## src/rtl/eeprom_spi_pkg.sv

```systemverilog
package eeprom_spi_pkg;

    localparam logic [7:0] OP_STAT_WR  = 8'h01;
    localparam logic [7:0] OP_ARR_WR   = 8'h02;
    localparam logic [7:0] OP_ARR_RD   = 8'h03;
    localparam logic [7:0] OP_LATCH_CL = 8'h04;
    localparam logic [7:0] OP_STAT_RD  = 8'h05;
    localparam logic [7:0] OP_LATCH_ST = 8'h06;

    // bits of the status byte that a status write may change
    localparam logic [7:0] STAT_WR_MASK = 8'h9C;

    typedef enum logic [2:0] {
        PH_IDLE,
        PH_OPCODE,
        PH_ADDR,
        PH_RD,
        PH_WR,
        PH_STRD,
        PH_STWR,
        PH_SKIP
    } phase_e;

endpackage

```

## src/rtl/spi_pin_sync.sv

```systemverilog
module spi_pin_sync #(
    parameter int STAGES = 2
) (
    input  logic clk,
    input  logic rst_n,
    input  logic sclk,
    input  logic cs_n,
    input  logic mosi,
    output logic sclk_rise,
    output logic sclk_fall,
    output logic cs_start,
    output logic cs_end,
    output logic mosi_s
);

    typedef struct packed {
        logic [STAGES:0]   sck;
        logic [STAGES:0]   csn;
        logic [STAGES-1:0] sdi;
    } sync_t;

    sync_t q, d;

    always_comb begin
        d     = q;
        d.sck = {q.sck[STAGES-1:0], sclk};
        d.csn = {q.csn[STAGES-1:0], cs_n};
        d.sdi = {q.sdi[STAGES-2:0], mosi};
    end

    always_ff @(posedge clk or negedge rst_n) begin
        if (!rst_n) begin
            q.sck <= '0;
            q.csn <= '1;
            q.sdi <= '0;
        end else begin
            q <= d;
        end
    end

    assign sclk_rise = q.sck[STAGES-1] & ~q.sck[STAGES];
    assign sclk_fall = ~q.sck[STAGES-1] & q.sck[STAGES];
    assign cs_start  = ~q.csn[STAGES-1] & q.csn[STAGES];
    assign cs_end    = q.csn[STAGES-1] & ~q.csn[STAGES];
    assign mosi_s    = q.sdi[STAGES-1];

endmodule

```

## src/rtl/eeprom_array.sv

```systemverilog
module eeprom_array #(
    parameter int WORDS = 128,
    parameter int WIDTH = 8,
    localparam int AW   = $clog2(WORDS)
) (
    input  logic             clk,
    input  logic             rst_n,
    input  logic             we,
    input  logic [AW-1:0]    addr,
    input  logic [WIDTH-1:0] wdata,
    output logic [WIDTH-1:0] rdata
);

    logic [WIDTH-1:0] cell_q [WORDS];

    always_ff @(posedge clk or negedge rst_n) begin
        if (!rst_n) begin
            for (int i = 0; i < WORDS; i++) cell_q[i] <= '0;
        end else if (we) begin
            cell_q[addr] <= wdata;
        end
    end

    assign rdata = cell_q[addr];

endmodule

```

## src/rtl/eeprom_ctrl.sv

```systemverilog
module eeprom_ctrl
    import eeprom_spi_pkg::*;
#(
    parameter int WORDS       = 128,
    parameter int BLOCK       = 8,
    parameter bit ADDR9       = 1'b0,
    parameter int PROG_CYCLES = 64,
    localparam int AW         = $clog2(WORDS),
    localparam int BW         = $clog2(BLOCK),
    localparam int CW         = $clog2(PROG_CYCLES + 1)
) (
    input  logic          clk,
    input  logic          rst_n,
    input  logic          sclk_rise,
    input  logic          sclk_fall,
    input  logic          cs_start,
    input  logic          cs_end,
    input  logic          mosi_s,
    output logic          mem_we,
    output logic [AW-1:0] mem_addr,
    output logic [7:0]    mem_wdata,
    input  logic [7:0]    mem_rdata,
    output logic          miso_o
);

    localparam logic [7:0] OP_MASK = ADDR9 ? 8'hF7 : 8'hFF;

    typedef struct packed {
        phase_e        st;
        logic [2:0]    bitcnt;
        logic [7:0]    shin;
        logic [7:0]    tx;
        logic          miso;
        logic [AW-1:0] addr;
        logic [7:0]    op;
        logic          fetch;
        logic          wel;
        logic          wpen;
        logic [2:0]    bp;
        logic [7:0]    stnew;
        logic          stgot;
        logic          wrote;
        logic          busy;
        logic [CW-1:0] cnt;
    } ctrl_t;

    ctrl_t q, d;

    logic [7:0] byte_in;
    logic [8:0] full_addr;
    logic [7:0] status;

    function automatic logic [AW-1:0] blk_next(input logic [AW-1:0] a);
        logic [AW-1:0] r;
        r         = a;
        r[BW-1:0] = a[BW-1:0] + 1'b1;
        return r;
    endfunction

    always_comb begin
        d         = q;
        mem_we    = 1'b0;
        mem_wdata = '0;
        byte_in   = {q.shin[6:0], mosi_s};
        full_addr = {(ADDR9 ? q.op[3] : 1'b0), byte_in};
        status    = {q.wpen, 2'b00, q.bp, q.wel, q.busy};

        if (q.busy) begin
            d.cnt = q.cnt - 1'b1;
            if (q.cnt == CW'(1)) d.busy = 1'b0;
        end

        if (q.fetch) begin
            d.tx    = mem_rdata;
            d.addr  = blk_next(q.addr);
            d.fetch = 1'b0;
        end

        if (cs_start) begin
            d.st     = PH_OPCODE;
            d.bitcnt = '0;
            d.tx     = '0;
            d.miso   = 1'b0;
            d.wrote  = 1'b0;
            d.stgot  = 1'b0;
            d.fetch  = 1'b0;
        end else if (cs_end) begin
            if (q.st != PH_IDLE && (q.wrote || q.stgot)) begin
                if (q.stgot) begin
                    d.wpen = q.stnew[7];
                    d.bp   = q.stnew[4:2];
                end
                d.wel  = 1'b0;
                d.busy = 1'b1;
                d.cnt  = CW'(PROG_CYCLES);
            end
            d.st    = PH_IDLE;
            d.miso  = 1'b0;
            d.wrote = 1'b0;
            d.stgot = 1'b0;
            d.fetch = 1'b0;
        end else if (q.st != PH_IDLE) begin
            if (sclk_fall) begin
                d.miso = q.tx[7];
                d.tx   = {q.tx[6:0], 1'b0};
            end
            if (sclk_rise) begin
                d.shin   = byte_in;
                d.bitcnt = q.bitcnt + 1'b1;
                if (q.bitcnt == 3'd7) begin
                    case (q.st)
                        PH_OPCODE: begin
                            d.op = byte_in;
                            d.st = PH_SKIP;
                            if (q.busy) begin
                                if (byte_in == OP_STAT_RD) begin
                                    d.st = PH_STRD;
                                    d.tx = status;
                                end
                            end else if ((byte_in & OP_MASK) == OP_ARR_RD) begin
                                d.st = PH_ADDR;
                            end else if ((byte_in & OP_MASK) == OP_ARR_WR) begin
                                if (q.wel) d.st = PH_ADDR;
                            end else if (byte_in == OP_LATCH_ST) begin
                                d.wel = 1'b1;
                            end else if (byte_in == OP_LATCH_CL) begin
                                d.wel = 1'b0;
                            end else if (byte_in == OP_STAT_RD) begin
                                d.st = PH_STRD;
                                d.tx = status;
                            end else if (byte_in == OP_STAT_WR) begin
                                if (q.wel) d.st = PH_STWR;
                            end
                        end
                        PH_ADDR: begin
                            d.addr = full_addr[AW-1:0];
                            if ((q.op & OP_MASK) == OP_ARR_RD) begin
                                d.st    = PH_RD;
                                d.fetch = 1'b1;
                            end else begin
                                d.st = PH_WR;
                            end
                        end
                        PH_RD: begin
                            d.fetch = 1'b1;
                        end
                        PH_WR: begin
                            mem_we    = 1'b1;
                            mem_wdata = byte_in;
                            d.addr    = blk_next(q.addr);
                            d.wrote   = 1'b1;
                        end
                        PH_STRD: begin
                            d.tx = status;
                        end
                        PH_STWR: begin
                            d.stnew = byte_in & STAT_WR_MASK;
                            d.stgot = 1'b1;
                            d.st    = PH_SKIP;
                        end
                        default: ;
                    endcase
                end
            end
        end
    end

    always_ff @(posedge clk or negedge rst_n) begin
        if (!rst_n) begin
            q    <= '0;
            q.st <= PH_IDLE;
        end else begin
            q <= d;
        end
    end

    assign mem_addr = q.addr;
    assign miso_o   = q.miso;

    AST_WE_NEEDS_LATCH: assert property (@(posedge clk) disable iff (!rst_n)
        mem_we |-> q.wel);

    AST_NO_WE_WHILE_BUSY: assert property (@(posedge clk) disable iff (!rst_n)
        mem_we |-> !q.busy);

    AST_LATCH_CLEAR_AT_BUSY: assert property (@(posedge clk) disable iff (!rst_n)
        $rose(q.busy) |-> !q.wel);

    AST_BUSY_HOLDS: assert property (@(posedge clk) disable iff (!rst_n)
        (q.busy && q.cnt > CW'(1)) |=> q.busy);

    AST_WR_STAYS_IN_BLOCK: assert property (@(posedge clk) disable iff (!rst_n)
        (q.st == PH_WR && $past(q.st) == PH_WR) |-> (q.addr >> BW) == ($past(q.addr) >> BW));

    AST_RD_STAYS_IN_BLOCK: assert property (@(posedge clk) disable iff (!rst_n)
        (q.st == PH_RD && $past(q.st) == PH_RD) |-> (q.addr >> BW) == ($past(q.addr) >> BW));

endmodule

```

## src/rtl/eeprom_spi_slave.sv

```systemverilog
module eeprom_spi_slave #(
    parameter int WORDS       = 128,
    parameter int BLOCK       = 8,
    parameter bit ADDR9       = 1'b0,
    parameter int PROG_CYCLES = 64,
    parameter int SYNC_STAGES = 2,
    localparam int AW         = $clog2(WORDS)
) (
    input  logic clk,
    input  logic rst_n,
    input  logic sclk,
    input  logic cs_n,
    input  logic mosi,
    output logic miso
);

    logic          sclk_rise, sclk_fall, cs_start, cs_end, mosi_s;
    logic          mem_we;
    logic [AW-1:0] mem_addr;
    logic [7:0]    mem_wdata, mem_rdata;
    logic          miso_int;

    spi_pin_sync #(.STAGES(SYNC_STAGES)) u_sync (
        .clk       (clk),
        .rst_n     (rst_n),
        .sclk      (sclk),
        .cs_n      (cs_n),
        .mosi      (mosi),
        .sclk_rise (sclk_rise),
        .sclk_fall (sclk_fall),
        .cs_start  (cs_start),
        .cs_end    (cs_end),
        .mosi_s    (mosi_s)
    );

    eeprom_ctrl #(
        .WORDS       (WORDS),
        .BLOCK       (BLOCK),
        .ADDR9       (ADDR9),
        .PROG_CYCLES (PROG_CYCLES)
    ) u_ctrl (
        .clk       (clk),
        .rst_n     (rst_n),
        .sclk_rise (sclk_rise),
        .sclk_fall (sclk_fall),
        .cs_start  (cs_start),
        .cs_end    (cs_end),
        .mosi_s    (mosi_s),
        .mem_we    (mem_we),
        .mem_addr  (mem_addr),
        .mem_wdata (mem_wdata),
        .mem_rdata (mem_rdata),
        .miso_o    (miso_int)
    );

    eeprom_array #(.WORDS(WORDS), .WIDTH(8)) u_array (
        .clk   (clk),
        .rst_n (rst_n),
        .we    (mem_we),
        .addr  (mem_addr),
        .wdata (mem_wdata),
        .rdata (mem_rdata)
    );

    assign miso = miso_int & ~cs_n;

endmodule

```

## config.mk

```make
export PLATFORM = sky130hd
export DESIGN_NAME = eeprom_spi_slave
export DESIGN_NICKNAME = d
export VERILOG_FILES = /design/src/rtl/eeprom_spi_pkg.sv /design/src/rtl/spi_pin_sync.sv /design/src/rtl/eeprom_array.sv /design/src/rtl/eeprom_ctrl.sv /design/src/rtl/eeprom_spi_slave.sv
export SDC_FILE = /design/constraint.sdc
export NUM_CORES = 2
export LEC_CHECK = 0
export BUFFER_PORTS_ARGS = -buffer_cell sky130_fd_sc_hd__buf_2
export CORE_MARGIN = 2
export CORE_UTILIZATION = 58
export DETAILED_ROUTE_END_ITERATION = 8
export PLACE_DENSITY = 0.77
export SETUP_SLACK_MARGIN = 0.02
export SYNTH_ARGS = -nofsm -noshare
export SYNTH_HDL_FRONTEND = slang
export SYNTH_HIERARCHICAL = 1
export SYNTH_SLANG_ARGS = --single-unit
```

## constraint.sdc

```tcl
create_clock -name clk -period 3.8 [get_ports clk]
set_clock_uncertainty 0.2 [all_clocks]
set_input_delay 1.14 -clock clk [delete_from_list [all_inputs] [get_ports clk]]
set_output_delay 1.14 -clock clk [all_outputs]
set_load 0.02 [all_outputs]
```

==> results.py <==
metrics = {
    "run_status": {
        "status": "finished with violations",
        "violations": "negative setup slack",
    },
    "logic_synthesis": {
        "synthFlopType": "dfrtp_1",
        "synth_top_cell_by_area": "dfrtp_1",
        "synth_edf_count": 0,
        "syn_avg_cell_area_sq_um": 13.00,
        "synth.most_common_cell": "mux2_2",
        "synth-seq-cells": 1089,
        "synth_cell_types": 76,
        "synthCells": 3852,
        "syn-num-nets": 3862,
        "synth-async-reset-ratio_pct": 100.0,
        "synthTopCellsByCount": "1089 x mux2_2, 1086 x dfrtp_1, 218 x clkbuf_1",
        "synthesis.area_sq_mm": 0.05007,
        "yosysSeqAreaShare_pct": 54.43,
        "ys_warn_count": 6,
        "synth.area.top_cells": "dfrtp_1 54%, mux2_2 24%, mux2i_1 2.6%, a221oi_1 2.3%, clkbuf_1 1.6%",
        "yosys.area.top_type_share_pct": 54.28,
    },
    "global_routing": {
        "antenna_found_initial": 3,
        "gr-total-overflow": 0,
        "grt_pass1_vias": 37270,
        "groute.usage.overall_pct": 36.56,
        "grt_pass1_wl_um": 243900,
        "grt_start_max_net_pins": 106,
    },
    "die": {
        "die_h_um": 297.8,
        "die-area_sq_mm": 0.08869,
        "core_sq_mm": 0.08541,
        "die_x_um": 297.8,
        "start_util_pct": 58.62,
        "ios": 6,
        "placementRows": 107,
    },
    "finish": {
        "area_growth_pct": 16.81,
        "instances_no_fill": 5309,
        "drive_gt1_share_pct": 43.72,
        "final_nets": 4089,
        "fin_area_sq_mm": 0.05849,
    },
    "power": {
        "ir_drop_v": 0.0003827,
        "power_leakage_nw": 27.77,
        "power_mw": 23.58,
        "power_density_mw_per_mm2": 403.2,
    },
    "clock_tree": {
        "cts.sinks": 1089,
        "cts_root_buffer": "clkbuf_16",
        "h-tree-depth": 3,
        "cts_buffers": 108,
        "cts_tree": "done",
        "ctsLongestPathBuffers": 3,
        "clk_pin_slew_ns": 0.07,
        "clkLatencyLatePin_ns": 0.71,
    },
    "placed_design": {
        "hpwl_um": 106100,
        "routabilityCongestion": 1.009,
        "numPortBuffers": 5,
        "dp.cells": 5083,
        "preCtsSetupSlack_ns": -0.3483,
        "placed_cell_area_sq_mm": 0.05383,
    },
    "min_path": {
        "hp-start": "u_sync/d[1]",
        "hold_path_class": "flip-flop to flip-flop",
        "min_to": "u_sync/mosi_s",
        "hold_path_depth": 0,
    },
    "detailed_routing": {
        "vias": 36690,
        "route.detailed.drc": 0,
        "first_pass_iters": 7,
        "finalWirelength_um": 162600,
        "wire_per_inst_um": 30.62,
        "ant_nets": 0,
        "initialDrtViolationCount": 4626,
        "viasPerCell": 6.911,
    },
    "worst_setup_path": {
        "crit_path_end_kind": "flip-flop",
        "timing.rr.start": "u_ctrl/mem_addr[0]",
        "r2r_end": "u_ctrl/q[43]",
        "critical_path.max_fanout": 6,
        "reg2reg_slack_ns": -0.22,
        "cp_data_arrival_time_ns": 4.41,
        "startpoint_type": "flip-flop",
        "crit_type": "flip-flop to flip-flop",
        "r2r_cells": 16,
        "required_ns": 4.19,
    },
    "timing": {
        "slew_headroom_pct": 44.63,
        "final-hold-violation-count": 0,
        "drv_slew": 0,
        "worst_pin_slew_ns": 0.8242,
        "fin_crit_sh_pct": 105.7,
        "rsz0062_at_grt": "yes",
        "min_period_ns": 4.018,
        "setup_ws_ns": -0.2183,
        "fmax_ghz": 0.2489,
        "setup_viol": 6,
    },
    "run": {
        "cap_viol_max_count": 0,
    },
}
[where the power goes]
group	leakage (nW)	switching (mW)	internal [mW]
logic	10.8	0.373	0.185
clock network	1.84	4.65	6.59
registers	15.2	0.132	11.6
[placed cells by master, fill, tap and decap left out, types with 9 or more instances in the layout]
cell	instances
nand4_1	13
nand3_1	22
o211ai_1	10
a31oi_1	14
mux2i_1	130
nor2_1	183
and2_4	10
mux2_2	1088
clkbuf_8	23
a22o_1	24
a221oi_1	116
a221oi_2	17
buf_6	21
clkinv_2	22
nor2b_1	12
a21oi_1	113
o22ai_1	54
a22oi_1	98
inv_1	9
buf_4	347
nand2b_1	19
clkbuf_16	110
buf_12	51
dfrtp_1	1083
clkbuf_1	19
bufinv_16	13
o221ai_1	22
a21o_1	31
nand2_1	145
nor3_1	29
mux4_2	18
a222oi_1	31
o21ai_0	56
[cells by family after synthesis]
family | after synthesis | synth area share (%)
mux | 1239 | 27.94
compound gates | 683 | 10.01
buf+inv | 330 | 2.749
simple gates | 497 | 4.588
fa+ha+maj | 5 | 0.1249
flops | 1089 | 54.43
xor+xnor | 9 | 0.1574
[routing by layer]
metal  share of wire [%]  wire length, um  vias up  GRT usage [%]
li1                    -                -    14860              -
met1                  38            62420    18950          49.25
met2                  44            70950     2274          53.46
met3                  12            18780      596          10.03
met4                 6.3            10310        4          20.97
met5               0.065              106        -         0.7576
[through the flow]
stage / TNS [ns] / utilization (%) / hold slack (ns)
global route: -1.210 / 68.47 / 0.1698
CTS: -0.3328 / 68.21 / 0.1630
finish: -0.9838 / 68.47 / 0.1567
global placement: -1.522 / 63.02 / 0.1450
floorplan: 0 / - / 0.1312
detailed placement: -1.640 / 63.02 / 0.1496
[final cells by class]
cell class | count | area [sq um]
Antenna cell | 2 | 5.005
Clock inverter | 43 | 603.1
Inverter | 12 | 48.80
Clock buffer | 151 | 3115
Multi-Input combinational cell | 2433 | 21840
Sequential cell | 1089 | 27270
Tap cell | 1144 | 1431
Timing Repair Buffer | 435 | 4180
Fill cell | 6070 | 26930
[critical path: stages (launching register included)]
cell and delay, ns:
dfrtp_4 0.52, buf_6 0.15, and2_4 0.16, buf_12 0.14, buf_12 0.15, buf_12 0.13
a22o_1 0.18, a21oi_1 0.19, o21ai_1 0.18, a211oi_2 0.37, and3_4 0.31, nand4_1 0.19
buf_4 0.20, mux2i_1 0.20, mux2i_1 0.10, mux2_2 0.27, o221a_2 0.27
[flip-flops by register name, summed over array words and instances (netlist names)]
signal           count
u_array/cell_q    1024
u_ctrl/byte_in       7
u_ctrl/mem_addr      7
u_ctrl/miso_o        1
u_ctrl/q            42
u_sync/d             5
u_sync/mosi_s        1
u_sync/q             2
[repair_timing]
action | 4_1_cts | 5_1_grt
setup endpoints to repair | 8 | 40
setup buffers | 23 | 2
cloned | 4 | 1
endpoints found under the hold margin | 0 | 0
hold buffers | 0 | 0
pin swaps | 32 | 21
resized for setup | 86 | 38
[worst max path at each step]
stage                                  start      endpoint  slack, ns  cells after the start
final                     u_ctrl/mem_addr[0]  u_ctrl/q[43]      -0.22                     16
after global routing      u_ctrl/mem_addr[0]  u_ctrl/q[44]      -0.24                     12
after CTS                 u_ctrl/mem_addr[0]  u_ctrl/q[44]      -0.11                     12
after detailed placement  u_ctrl/mem_addr[1]  u_ctrl/q[43]      -0.35                     14
after global placement    u_ctrl/mem_addr[1]  u_ctrl/q[43]      -0.32                     14
after floorplan           u_ctrl/mem_addr[0]  u_ctrl/q[44]       0.08                     14
(Power assumes the default switching activity.)
